<file path="config.mk">
export PLATFORM = sky130hd
export DESIGN_NAME = exc_ctrl_regs
export DESIGN_NICKNAME = d
export VERILOG_FILES = /design/src/rtl/exc_ctrl_pkg.sv /design/src/rtl/exc_mode_stack.sv /design/src/rtl/exc_pend_unit.sv /design/src/rtl/exc_reg_read.sv /design/src/rtl/exc_ctrl_regs.sv
export SDC_FILE = /design/constraint.sdc
export NUM_CORES = 1
export LEC_CHECK = 0
export ABC_AREA = 1
export ABC_CLOCK_PERIOD_IN_PS = 2900
export BUFFER_PORTS_ARGS = -buffer_cell sky130_fd_sc_hd__buf_2
export CORE_AREA = 2 2 99 101
export DETAILED_ROUTE_END_ITERATION = 8
export DIE_AREA = 0 0 101 103
export GPL_TIMING_DRIVEN = 0
export PLACE_DENSITY_LB_ADDON = 0.12
export REMOVE_ABC_BUFFERS = 1
export SLEW_MARGIN = 30
export SYNTH_ARGS = -nofsm -noshare
export SYNTH_HDL_FRONTEND = slang
export SYNTH_SLANG_ARGS = --single-unit
</file>
<file path="constraint.sdc">
create_clock -name clk -period 2.9 [get_ports clk]
set_input_delay 0.87 -clock clk [delete_from_list [all_inputs] [get_ports clk]]
set_output_delay 0.87 -clock clk [all_outputs]
set_load 0.005 [all_outputs]
</file>
<file path="src/rtl/exc_ctrl_pkg.sv">
package exc_ctrl_pkg;
  localparam int XLEN     = 32;
  localparam int NLVL     = 5;
  localparam int CODE_W   = 4;
  localparam int RNUM_W   = 5;
  localparam int STK_D    = 3;
  localparam int MASK_LSB = 11;
  localparam int CODE_LSB = 2;
  localparam int STK_W    = 2 * STK_D;

  localparam logic [RNUM_W-1:0] RN_BADADDR = 5'd8;
  localparam logic [RNUM_W-1:0] RN_STATUS  = 5'd12;
  localparam logic [RNUM_W-1:0] RN_CAUSE   = 5'd13;
  localparam logic [RNUM_W-1:0] RN_EPC     = 5'd14;

  localparam logic [CODE_W-1:0] CODE_IRQ  = 4'd0;
  localparam logic [CODE_W-1:0] CODE_PRIV = 4'd11;

  localparam logic [XLEN-1:0] HANDLER_VEC = 32'h8000_0080;

  typedef struct packed {
    logic ku;
    logic ie;
  } mode_pair_t;
endpackage

</file>
<file path="src/rtl/exc_mode_stack.sv">
module exc_mode_stack
  import exc_ctrl_pkg::*;
#(
  parameter int DEPTH = STK_D,
  parameter int LVLS  = NLVL
) (
  input  logic              clk,
  input  logic              rst_n,
  input  logic              push_i,
  input  logic              pop_i,
  input  logic              wr_i,
  input  logic [2*DEPTH-1:0] wr_stk_i,
  input  logic [LVLS-1:0]   wr_mask_i,
  output logic [2*DEPTH-1:0] stk_o,
  output logic [LVLS-1:0]   mask_o,
  output logic              cur_ku_o,
  output logic              cur_ie_o
);
  mode_pair_t slot_q [DEPTH];
  logic [LVLS-1:0] mask_q;

  for (genvar g = 0; g < DEPTH; g++) begin : g_slot
    mode_pair_t from_below;
    mode_pair_t from_above;
    if (g == 0) begin : g_bot
      assign from_below = '0;
    end else begin : g_mid
      assign from_below = slot_q[g-1];
    end
    if (g == DEPTH - 1) begin : g_top
      assign from_above = slot_q[g];
    end else begin : g_low
      assign from_above = slot_q[g+1];
    end

    always_ff @(posedge clk) begin
      if (!rst_n) begin
        slot_q[g] <= '0;
      end else if (push_i) begin
        slot_q[g] <= from_below;
      end else if (pop_i) begin
        slot_q[g] <= from_above;
      end else if (wr_i) begin
        slot_q[g] <= mode_pair_t'(wr_stk_i[2*g+1 -: 2]);
      end
    end

    assign stk_o[2*g+1 -: 2] = slot_q[g];
  end

  always_ff @(posedge clk) begin
    if (!rst_n) begin
      mask_q <= '0;
    end else if (wr_i && !push_i && !pop_i) begin
      mask_q <= wr_mask_i;
    end
  end

  assign mask_o   = mask_q;
  assign cur_ku_o = slot_q[0].ku;
  assign cur_ie_o = slot_q[0].ie;
endmodule

</file>
<file path="src/rtl/exc_pend_unit.sv">
module exc_pend_unit
  import exc_ctrl_pkg::*;
#(
  parameter int LVLS = NLVL
) (
  input  logic            clk,
  input  logic            rst_n,
  input  logic [LVLS-1:0] irq_i,
  input  logic [LVLS-1:0] clr_i,
  input  logic [LVLS-1:0] mask_i,
  input  logic            ie_i,
  output logic [LVLS-1:0] pend_o,
  output logic            int_req_o
);
  logic [LVLS-1:0] pend_q;

  always_ff @(posedge clk) begin
    if (!rst_n) begin
      pend_q <= '0;
    end else begin
      pend_q <= (pend_q & ~clr_i) | irq_i;
    end
  end

  assign pend_o    = pend_q;
  assign int_req_o = ie_i && (|(pend_q & mask_i));
endmodule

</file>
<file path="src/rtl/exc_reg_read.sv">
module exc_reg_read
  import exc_ctrl_pkg::*;
(
  input  logic [RNUM_W-1:0] num_i,
  input  logic [STK_W-1:0]  stk_i,
  input  logic [NLVL-1:0]   mask_i,
  input  logic [NLVL-1:0]   pend_i,
  input  logic [CODE_W-1:0] code_i,
  input  logic [XLEN-1:0]   epc_i,
  input  logic [XLEN-1:0]   bad_i,
  output logic [XLEN-1:0]   data_o
);
  logic [XLEN-1:0] status_w;
  logic [XLEN-1:0] cause_w;

  always_comb begin
    status_w = '0;
    status_w[STK_W-1:0] = stk_i;
    status_w[MASK_LSB +: NLVL] = mask_i;
    cause_w = '0;
    cause_w[CODE_LSB +: CODE_W] = code_i;
    cause_w[MASK_LSB +: NLVL] = pend_i;
  end

  always_comb begin
    unique case (num_i)
      RN_BADADDR: data_o = bad_i;
      RN_STATUS:  data_o = status_w;
      RN_CAUSE:   data_o = cause_w;
      RN_EPC:     data_o = epc_i;
      default:    data_o = '0;
    endcase
  end
endmodule

</file>
<file path="src/rtl/exc_ctrl_regs.sv">
module exc_ctrl_regs
  import exc_ctrl_pkg::*;
(
  input  logic              clk,
  input  logic              rst_n,
  input  logic [XLEN-1:0]   pc_i,
  input  logic              exc_take_i,
  input  logic [CODE_W-1:0] exc_code_i,
  input  logic              bad_addr_vld_i,
  input  logic [XLEN-1:0]   bad_addr_i,
  input  logic [NLVL-1:0]   irq_i,
  input  logic [NLVL-1:0]   irq_clr_i,
  input  logic              rfe_i,
  input  logic              mf_rd_i,
  input  logic [RNUM_W-1:0] mf_num_i,
  output logic [XLEN-1:0]   mf_data_o,
  input  logic              mt_en_i,
  input  logic [RNUM_W-1:0] mt_num_i,
  input  logic [XLEN-1:0]   mt_data_i,
  output logic              redirect_o,
  output logic [XLEN-1:0]   redirect_pc_o,
  output logic              kernel_o
);
  logic [STK_W-1:0]  stk_w;
  logic [NLVL-1:0]   mask_w;
  logic [NLVL-1:0]   pend_w;
  logic              cur_ku;
  logic              cur_ie;
  logic              int_req;
  logic              priv_viol;
  logic              take;
  logic              wr_ok;
  logic [CODE_W-1:0] code_sel;
  logic [CODE_W-1:0] code_q;
  logic [XLEN-1:0]   epc_q;
  logic [XLEN-1:0]   bad_q;
  logic [XLEN-1:0]   rd_w;

  // Arbitration: pipeline exception, then privilege trap, then interrupt.
  assign priv_viol = cur_ku && (mt_en_i || mf_rd_i);
  assign take      = exc_take_i || priv_viol || int_req;

  always_comb begin
    if (exc_take_i)     code_sel = exc_code_i;
    else if (priv_viol) code_sel = CODE_PRIV;
    else                code_sel = CODE_IRQ;
  end

  assign wr_ok = mt_en_i && !cur_ku && !take;

  exc_mode_stack #(.DEPTH(STK_D), .LVLS(NLVL)) u_stack (
    .clk       (clk),
    .rst_n     (rst_n),
    .push_i    (take),
    .pop_i     (rfe_i && !take),
    .wr_i      (wr_ok && (mt_num_i == RN_STATUS)),
    .wr_stk_i  (mt_data_i[STK_W-1:0]),
    .wr_mask_i (mt_data_i[MASK_LSB +: NLVL]),
    .stk_o     (stk_w),
    .mask_o    (mask_w),
    .cur_ku_o  (cur_ku),
    .cur_ie_o  (cur_ie)
  );

  exc_pend_unit #(.LVLS(NLVL)) u_pend (
    .clk       (clk),
    .rst_n     (rst_n),
    .irq_i     (irq_i),
    .clr_i     (irq_clr_i),
    .mask_i    (mask_w),
    .ie_i      (cur_ie),
    .pend_o    (pend_w),
    .int_req_o (int_req)
  );

  always_ff @(posedge clk) begin
    if (!rst_n) begin
      epc_q  <= '0;
      code_q <= '0;
      bad_q  <= '0;
    end else begin
      if (take) begin
        epc_q  <= pc_i;
        code_q <= code_sel;
      end else if (wr_ok && (mt_num_i == RN_EPC)) begin
        epc_q <= mt_data_i;
      end
      if (exc_take_i && bad_addr_vld_i) begin
        bad_q <= bad_addr_i;
      end
    end
  end

  exc_reg_read u_read (
    .num_i  (mf_num_i),
    .stk_i  (stk_w),
    .mask_i (mask_w),
    .pend_i (pend_w),
    .code_i (code_q),
    .epc_i  (epc_q),
    .bad_i  (bad_q),
    .data_o (rd_w)
  );

  assign mf_data_o     = cur_ku ? '0 : rd_w;
  assign redirect_o    = take;
  assign redirect_pc_o = HANDLER_VEC;
  assign kernel_o      = !cur_ku;
endmodule

</file>
---- Yosys cells after proc, flatten, opt, wreduce, memory -nomap -nowiden ----
Memories as Yosys holds them, arrays and structs flattened.
Cells that the tools add are included.
storage, ports and cells
  register bits after elaboration ......... 78
  bits in writable memories ............... 6
  output and inout port bits .............. 66
  word-level logic and storage cells ...... 71
  memories kept ........................... 1
operators by class
  equality and inequality tests ........... 6
  multiplexer cells ....................... 28
  bitwise gates (word level) .............. 13
  reductions and logical operators ........ 18
memories
  name            depth  width  rd ports  clocked after memory_dff  write ports  line                  text
  u_stack.slot_q  3      2      3         0                         3            exc_mode_stack.sv:19  mode_pair_t slot_q [DEPTH];
operators by type and width
  operator              number
  $pmux W32 S4          1
  $mux W32              3
  $eq A5 B4 Y1 const B  6
  $mux W2               9
  $mux W1               13
  $and A5 B5 Y5         2
  $logic_and A1 B1 Y1   10
  $or A1 B1 Y1          9
  $mux W4               2
  $not A5 Y5            1
  $or A5 B5 Y5          1
  $reduce_or A5 Y1      1
  $logic_not A1 Y1      3
  $logic_or A1 B1 Y1    3
  $reduce_bool A2 Y1    1

---- Depth between registers and ports, before layout ----
Gate-level depths: netlist of the first run.
  depth in word-level cells ............... 13
  mapped depth ............................ 10
  gate-level depth less buffers ........... 9

---- Cells and area by module ----
Synthesis of the first run repeated with hierarchy kept, for this count alone.
unflattened totals
  cell total of the unflattened synthesis .. 870
  area, all modules ....................... 5286.3 µm²
modules (own cells, without submodules)
  module          times used  cells an instance  area an instance (µm²)
  exc_ctrl_regs   1           591                3683.5
  exc_reg_read    1           179                845.8
  exc_mode_stack  1           69                 549.3
  exc_pend_unit   1           31                 207.7

---- Worst setup path before layout of the first run ----
Ideal clock, no wire load.
  path type ............................... input -> output
  start ................................... input mf_num_i[3]
  end ..................................... output mf_data_o[0]
  data arrival time ....................... 1791 ps
  path slack .............................. 239 ps
  stages .................................. 9
  path through ............................ inv_1 > nor2_1 > nand4_1 > inv_2 > clkbuf_1 > nand2_1 > o211ai_1 > nand2_1 > inv_1
between the ends
  longest elaborated chain between the ends .. 3
  elaborated cells on any way between the ends .. 6
ends and longest elaborated chain
  element             line                  text
  start: declaration  exc_ctrl_regs.sv:15   input logic [RNUM_W-1:0] mf_num_i,
  $eq A5 B4 Y1        exc_reg_read.sv:26    unique case (num_i)
  $pmux W32 S4 (*)    exc_reg_read.sv:26
  $mux W32 (*)        exc_ctrl_regs.sv:105  assign mf_data_o = cur_ku ? '0 : rd_w;
  end: declaration    exc_ctrl_regs.sv:16   output logic [XLEN-1:0] mf_data_o,
Every way passes the cells marked *; elsewhere a longest branch is shown, timed or not.

---- Worst setup path in the final report of the first run ----
  start ................................... input mf_num_i[3]
  end ..................................... output mf_data_o[4]
The elaborated chain is that of the path after synthesis.

==> results of run 1 <==
## routing by layer
layer | vias to the layer above | track usage, % | share of wire, % | wire length, um
li1 | 2373 | - | - | -
met2 | 217 | 43.6 | 47 | 6250
met1 | 2102 | 33.5 | 43 | 5800
met3 | 14 | 5.36 | 8.6 | 1160
met5 | - | 0 | 0 | 0
met4 | 0 | 6.65 | 1.4 | 193
## through the flow
step	cell area, um2	util (%)	instances
2_1_floorplan	4070	-	635
3_3_place_gp	5010	53.0	909
3_5_place_dp	5080	53.7	912
4_1_cts	5440	57.5	937
5_1_grt	5560	58.8	939
6_report	5560	58.8	939
## final timing paths
| check | end | slack [ps] | cells past startpoint |
|---|---|---|---|
| max reg2reg | epc_q[10] | 420 | 7 |
| min reg2reg | code_q[2] | 470 | 2 |
| min | code_q[2] | 470 | 2 |
| max | mf_data_o[4] | -40 | 9 |
## layout make-up
class / count / area (um2) / share of cell area [%]
inverters: 32 / 153 / 2.75
repair buffers: 172 / 967 / 17.4
repair inverters: 2 / 16.3 / 0.293
well taps: 114 / 143 / 2.57
flip-flops and latches: 84 / 1740 / 31.3
clock buffers: 9 / 124 / 2.23
multi-input cells: 519 / 2340 / 42.1
clock inverters: 7 / 75.1 / 1.35
## cells in the final DEF (no fill, tap or decap), types with 2 or more instances in the layout
cell          n
nor2_4        3
a21oi_2      10
edfxtp_1      6
inv_1        20
buf_2       158
bufinv_16     2
nand3_1       9
a21oi_1      32
dfxtp_1      78
nand2_2       4
buf_12        2
nor2_2        5
nand2_4       7
o21ai_0      33
clkbuf_8      9
nor2_1      159
a31oi_1       8
buf_4         5
nand2_1     159
o21ai_1      38
nand4_1       7
nand3_2       2
inv_2         9
o21a_1        2
o21ai_2       2
o32ai_1       3
clkinvlp_4    4
conb_1       32
buf_6         5
## flip-flops by register name, indices dropped and copies added (netlist names)
name,cells
epc_q,32
u_stack.mask_o,5
code_q,4
u_stack.slot_q,6
u_pend.pend_o,5
bad_q,32
## what timing repair did
item,4_1_cts,5_1_grt
setup buffers,7,2
pin swaps,3,15
endpoints found under the setup margin,32,53
gates cloned,2,1
gates resized for setup,9,36
## worst register-to-register path, stage by stage (launching register included)
cell	delay [ps]
edfxtp_1	510
inv_2	150
o21ai_2	110
nor2_4	550
nand2_4	420
inv_2	450
nor2_1	100
nor2_1	140
## synthesized netlist by cell type (3+ instances only)
cell / number
a21oi_1: 42
a31oi_1: 9
buf_2: 13
buf_4: 32
clkbuf_1: 20
dfxtp_1: 78
edfxtp_1: 6
inv_1: 21
inv_2: 10
nand2_1: 168
nand3_1: 11
nand4_1: 7
nor2_1: 164
nor2_2: 3
o21ai_0: 33
o21ai_1: 38
o32ai_1: 3
## cells by family (layout without fill, tap and decap cells)
family          after synthesis  count (layout)  synth area share, %
simple gates                357             357                 32.2
buf+inv                      97             222                 11.5
flops                        84              84                 40.2
other cells                   2              32                0.173
compound gates              130             130                 15.9
## power groups by stage
stage | Combinational [mW] | Sequential [mW] | Clock, mW
after floorplan | 0.211 | 1.32 | 0
after global placement | 0.372 | 1.33 | 0
after detailed placement | 0.395 | 1.32 | 0
after CTS | 0.407 | 1.30 | 0.876
after global routing | 0.474 | 1.31 | 0.927
final | 0.414 | 1.30 | 0.855
==> results_dict.tcl, run 1 <==
set metrics [dict create \
    status "complete, but fails checks" \
    violations "negative setup slack" \
    worst-path-buf-inv 4 \
    synth_cell_types 26 \
    area_delta_synth_final_pct 28.2 \
    nets 947 \
    fill_cells 949 \
    hold_class "reg -> reg" \
    crit_start "mf_num_i[3]" \
    synthCells 670 \
    setup_tns_ps -43.6 \
    drcViolationCount 0 \
    endpoint_kind "primary output" \
    cp_max_fo 7 \
    wl_per_cell_um 14.3 \
    r2r_start "u_stack.slot_q[0][1]" \
    dieArea_um2 10400 \
    timing.final.crit_period_ps 2940 \
    routed_via_density 5.01 \
    h-tree-depth 3 \
    cpMaxStageDelayCell "bufinv_16" \
    synth_area_um2 4330 \
    p_sw_share_pct 29.3 \
    core_um2 9460 \
    peakVddDrop_mv 0.268 \
    final_layout_size_suffix_gt1_share_pct 28.7 \
    fmax_mhz 340 \
    pre_cts_ws_ps -439 \
    p_total_mw 2.57 \
    finalWirelength_um 13400 \
    hold_violations 0 \
    top_level_ports 193 \
    setup_ws_ps -43.6 \
    worst_pin_slew_ps 851 \
    vias 4706 \
    crit_chain "buf_6 > inv_4 > nor2_4 > nand4_1 > bufinv_16 > nand2_1 > o21a_1 > a31oi_1 > buf_2" \
    firstDrtPassIters 4 \
    p_sw_uw 754 \
    pwr-share-seq_pct 50.7 \
    yosysWarningCount 0 \
    skew_ps 11.3 \
    hpwl_um 8710 \
    io_buffers 160 \
    gp_congestion 0.894 \
    rows 36 \
    clkSinkCount 84 \
    syn_avg_cell_area_um2 6.47 \
    root_buffer "clkbuf_8" \
    powerDensity_nw_per_um2 463 \
    pwr-share-comb_pct 16.1 \
    grt_pass1_wl_um 20600 \
    max-slew-margin-rel_pct 43.0 \
    synth_edf_count 6 \
    synth_seq_area_share_pct 40.2 \
    clkLatencyLatePin_ps 360 \
    holdWs_ps 475 \
    clkTransAtPathRegs_ps 90 \
    worstPathArrival_ps 2070 \
    chipWidth_um 101 \
    cts_made_buffers 9 \
    report.final.slew_viol_count 0 \
    worstHoldStart "code_q[2]" \
    crit_family "buffers and inverters" \
    synthFlopType "dfxtp_1" \
    ant_nets 0 \
    path_class "in -> out" \
    cellLeakagePower_nw 2.70 \
    p_clk_share_pct 33.2 \
    ys_ff_latch 84 \
    setup_viol 1 \
    cts_tree "built" \
    initial_core_util_pct 45.8 \
    ys_async_sr_fraction_pct 0 \
    diodes 0 \
    hold_buffers 0 \
    grt_usage_pct 25.7 \
    grt_overflow_total 0 \
    yosysTopAreaCellShare_pct 36.0 \
    internal_power_mw 1.82 \
    synthTopCellsByArea "dfxtp_1 (36%), nand2_1 (15%), nor2_1 (14%)" \
    grt_max_degree 70 \
    maxCapViolCount 0 \
    fin_crit_sh_pct 102 \
    rsz0062_at_grt "true" \
    slowest_delay_ps 260 \
    antenna_found_initial 0 \
    drt_iter0_markers 194 \
    start_kind "input port" \
    synth_top_cell_by_area "dfxtp_1" \
    die_h_um 103 \
    grt_pass1_vias 4191 \
    ctsLongestPathBuffers 2 \
    critPathRequiredTime_ps 2030 \
]
(Power assumes the default switching activity.)
==> inputs of run 2 (changes only) <==
PLACE_DENSITY = 0.89   (was unset)
PLACE_DENSITY_LB_ADDON = unset   (was 0.12)
==> run 2 against run 1 <==
Critical endpoint unchanged. Non-clock buffer count fell by 1. First-iteration DRC count up 19%. The run still ends with negative setup slack left. Combinational power down 1%. Final cell count down 0.21%. Fmax increased by 0.90%. Flip-flop and latch count unchanged.
==> results_dict.tcl, run 2 (synthesized netlist as in run 1, its figures left out) <==
set metrics [dict create \
    p_total_mw 2.60 \
    routed_via_density 5.06 \
    finalWirelength_um 13000 \
    report.final.slew_viol_count 0 \
    timing.final.crit_period_ps 2920 \
    top_level_ports 193 \
    grt_overflow_total 0 \
    p_clk_share_pct 34.2 \
    hold_violations 0 \
    status "complete, but fails checks" \
    grt_usage_pct 24.0 \
    hold_depth 2 \
    pwr-share-comb_pct 15.8 \
    r2r_start "u_stack.slot_q[0][1]" \
    diodes 0 \
    fin_util_pct 57.6 \
    final_layout_size_suffix_gt1_share_pct 26.4 \
    clkTransAtPathRegs_ps 70 \
    finalNonFillerCells 937 \
    clkSinkCount 84 \
    dpl_cell_area_um2 5070 \
    root_buffer "clkbuf_8" \
    wl_per_cell_um 13.9 \
    pwr-share-seq_pct 50.0 \
    ctsLongestPathBuffers 2 \
    max-slew-margin-rel_pct 43.3 \
    nets 946 \
    h-tree-depth 3 \
    vias 4738 \
    reg_top3 "bad_q x32, epc_q x32, u_stack.slot_q x6" \
    start_kind "input port" \
    cts_made_buffers 9 \
    chipWidth_um 101 \
    setup_viol 1 \
    hpwl_um 8480 \
    peakVddDrop_mv 0.227 \
    hold_class "reg -> reg" \
    hold_path_end "bad_q[4]" \
    critPathRequiredTime_ps 2030 \
    rows 36 \
    placed_cells 911 \
    firstDrtPassIters 5 \
    antenna_found_initial 0 \
    area_delta_synth_final_pct 25.8 \
    grt_pass1_vias 4331 \
    initial_core_util_pct 45.8 \
    gp_congestion 0.888 \
    fin_crit_sh_pct 101 \
    worstPathArrival_ps 2050 \
    fmax_mhz 343 \
    die_h_um 103 \
    p_sw_share_pct 26.9 \
    drt_iter0_markers 230 \
    design_area_um2 5450 \
    reg2reg_to "epc_q[26]" \
    setup_tns_ps -17.2 \
    setup_ws_ps -17.2 \
    clkLatencyLatePin_ps 340 \
    rsz0062_at_grt "true" \
    p_sw_uw 700 \
    dieArea_um2 10400 \
    r2r_cells 8 \
    internal_power_mw 1.90 \
    maxCapViolCount 0 \
    r2r_setup_slack_ps 330 \
    drcViolationCount 0 \
    cellLeakagePower_nw 2.66 \
    powerDensity_nw_per_um2 476 \
    crit_chain "buf_6 > inv_4 > nor2_4 > nand4_1 > bufinv_8 > nand2_2 > o21a_1 > a31oi_1 > buf_2" \
    holdWs_ps 484 \
    path_class "in -> out" \
    final_common_cell "nand2_1" \
    slowest_delay_ps 270 \
    cp_max_fo 6 \
    ant_nets 0 \
    worst_pin_slew_ps 847 \
    worstHoldStart "bad_q[4]" \
    cts_tree "built" \
    grt_pass1_wl_um 19700 \
    grt_max_degree 70 \
    endpoint_kind "primary output" \
    cpMaxStageDelayCell "bufinv_8" \
    violations "negative setup slack" \
    layout_common_cells "nand2_1 (164), nor2_1 (162), buf_2 (158)" \
    io_buffers 160 \
    skew_ps 13.6 \
    core_um2 9460 \
    pre_cts_ws_ps -336 \
]
## run 2: area by class of cell
| type | instances | area (um2) |
|---|---|---|
| timing repair buffer | 171 | 945 |
| timing repair inverter | 2 | 13.8 |
| inverter | 32 | 136 |
| fill | 916 | 4010 |
| tap | 114 | 143 |
| clock inverter | 4 | 73.8 |
| clock buffer | 11 | 131 |
| sequential | 84 | 1740 |
| multi-input combinational | 519 | 2270 |
## run 2: per-layer routing
layer	share of wire, %	track usage [%]	vias up
met3	7.5	4.47	26
li1	-	-	2372
met4	1.7	9.77	0
met1	40	28.0	2104
met2	50	43.6	236
met5	0	0	-
## run 2: worst max-delay path, delay by kind of cell
kind            cells  cell delay [ps]
simple gates        3              340
compound gates      2              300
buf+inv             4              540
## run 2: how the worst max path moves through the flow
| stage | slack [ps] | end | start |
|---|---|---|---|
| after floorplan | -430 | mf_data_o[0] | mf_num_i[3] |
| after global placement | -1690 | mf_data_o[2] | mf_num_i[4] |
| after detailed placement | -340 | mf_data_o[5] | mf_num_i[4] |
| after CTS | 20 | mf_data_o[5] | mf_num_i[4] |
| after global routing | -80 | mf_data_o[4] | mf_num_i[3] |
| final | -20 | mf_data_o[4] | mf_num_i[3] |
## run 2: timing repair
action                     in CTS  in global routing
setup endpoints to repair      54                 27
hold buffers                    0                  0
pin swaps                       3                  5
gates cloned                    1                  1
resized for setup               7                 12
setup buffers                   5                  4
## run 2: power groups by stage
stage          Combinational (mW)  Sequential (mW)  Clock (mW)
2_1_floorplan               0.211             1.32           0
3_3_place_gp                0.368             1.33           0
3_5_place_dp                0.384             1.33           0
4_1_cts                     0.397             1.30       0.905
5_1_grt                     0.465             1.31       0.949
6_report                    0.409             1.30       0.889
==> inputs of run 3 (changes only) <==
PLACE_DENSITY = unset   (was 0.89)
PLACE_DENSITY_LB_ADDON = 0.25   (was unset)
==> run 3 against run 2 <==
The flow still finishes with violations (negative setup slack). Sequential share of layout area down 0.95 points. Clock power down 0.4%. Core utilization up 1.8 points. Worst setup slack worse by 19 ps. Clock-buffer cell count unchanged. Fmax is 0.66% lower. Non-clock buffer count increased by 4. Flip-flop and latch count did not move. Critical path depth grew 1. First-iteration DRC count shrank 3.0%. Via count increased by 0.44%. Design area up 3.1%. Critical path type unchanged. Largest cell class unchanged.
==> results_dict.tcl, run 3 (synthesized netlist as in run 1, its figures left out) <==
set metrics [dict create \
    gp_congestion 0.879 \
    io_buffers 160 \
    critPathRequiredTime_ps 2030 \
    hold_class "reg -> reg" \
    dpl_cell_area_um2 5070 \
    antenna_found_initial 0 \
    max-slew-margin-rel_pct 42.2 \
    start_kind "input port" \
    hold_buffers 0 \
    cp_max_fo 6 \
    internal_power_mw 1.87 \
    area_delta_synth_final_pct 29.6 \
    clkTransAtPathRegs_ps 80 \
    fin_util_pct 59.4 \
    timing.final.crit_period_ps 2940 \
    violations "negative setup slack" \
    clkLatencyLatePin_ps 350 \
    p_clk_share_pct 34.0 \
    cts_made_buffers 9 \
    status "complete, but fails checks" \
    core_um2 9460 \
    finalWirelength_um 13200 \
    report.final.slew_viol_count 0 \
    setup_viol 3 \
    peakVddDrop_mv 0.288 \
    dieArea_um2 10400 \
    pwr-share-seq_pct 50.0 \
    layout_common_cells "nor2_1 (162), buf_2 (158), nand2_1 (154)" \
    placed_cells 911 \
    maxCapViolCount 0 \
    diodes 0 \
    die_h_um 103 \
    powerDensity_nw_per_um2 463 \
    cts_tree "built" \
    vias 4759 \
    ant_nets 0 \
    firstDrtPassIters 5 \
    skew_ps 11.9 \
    setup_ws_ps -36.5 \
    rows 36 \
    fin_crit_sh_pct 101 \
    final_layout_size_suffix_gt1_share_pct 29.1 \
    worst_pin_slew_ps 863 \
    finalNonFillerCells 941 \
    nets 949 \
    h-tree-depth 3 \
    p_total_mw 2.60 \
    path_class "in -> out" \
    p_sw_share_pct 28.2 \
    top_level_ports 193 \
    fmax_mhz 341 \
    rsz0062_at_grt "true" \
    reg_top3 "bad_q x32, epc_q x32, u_stack.slot_q x6" \
    grt_usage_pct 24.9 \
    worstPathArrival_ps 2070 \
    drt_iter0_markers 223 \
    grt_pass1_wl_um 20300 \
    final_common_cell "nor2_1" \
    design_area_um2 5620 \
    clkSinkCount 84 \
    root_buffer "clkbuf_8" \
    cellLeakagePower_nw 2.75 \
    initial_core_util_pct 45.8 \
    pwr-share-comb_pct 16.0 \
    grt_max_degree 70 \
    grt_pass1_vias 4270 \
    setup_tns_ps -79.7 \
    holdWs_ps 485 \
    pre_cts_ws_ps -355 \
    wl_per_cell_um 14.1 \
    ctsLongestPathBuffers 2 \
    chipWidth_um 101 \
    grt_overflow_total 0 \
    endpoint_kind "primary output" \
    hold_violations 0 \
    hpwl_um 8730 \
    drcViolationCount 0 \
    p_sw_uw 734 \
    routed_via_density 5.06 \
]
==> run 3: cell types whose count changed in the layout (fill, tap and decap cells not counted), moves of 2 or more <==
cell       previous run  this run
a31oi_2               0         3
buf_6                 1         4
clkbuf_16             0         2
nand2_1             164       154
a31oi_1               9         6
a21oi_1              37        31
a21oi_2               5        11
nand2_4               3         7
nand2_2               3         9
==> run 3: worst max-delay path, stage by stage <==
cell and delay [ps]:
buf_6 80, inv_4 30, nor2_4 140, nand3_2 110
nor2_4 170, buf_12 150, buf_16 130, nand2_2 50
a31oi_1 190, buf_2 150
==> run 3: layer usage <==
metal	vias to the layer above	GRT usage, %	part of all wire, %
met5	-	0	0
met4	0	7.59	1.4
met3	19	4.47	9.0
met2	252	41.9	47
met1	2106	32.6	43
li1	2382	-	-
==> run 3: cell type report <==
type	count	area, um2
repair inverters	1	11.3
fillers	952	3840
repair buffers	175	1020
inverters	32	136
flip-flops and latches	84	1740
clock buffers	11	153
well taps	114	143
clock inverters	5	58.8
multi-input cells	519	2350
==> run 3: power by group through the flow <==
stage	Combinational [mW]	Sequential [mW]	Clock (mW)
2_1_floorplan	0.211	1.32	0
3_3_place_gp	0.369	1.33	0
3_5_place_dp	0.387	1.33	0
4_1_cts	0.407	1.30	0.900
5_1_grt	0.471	1.31	0.947
6_report	0.416	1.30	0.885
==> run 3: worst paths after layout <==
kind,end,cells after the start,start,slack [ps]
worst max-delay path,mf_data_o[12],10,mf_num_i[3],-40
worst min-delay path,code_q[1],2,code_q[1],480
worst max register to register,epc_q[6],9,u_stack.mask_o[3],420
worst min register to register,code_q[1],2,code_q[1],480
==> run 3: what timing repair did <==
item / CTS / global route
buffers inserted: 10 / 1
gates cloned: 2 / 1
pin swaps: 11 / 18
setup endpoints to repair: 54 / 53
gates resized for setup: 14 / 31
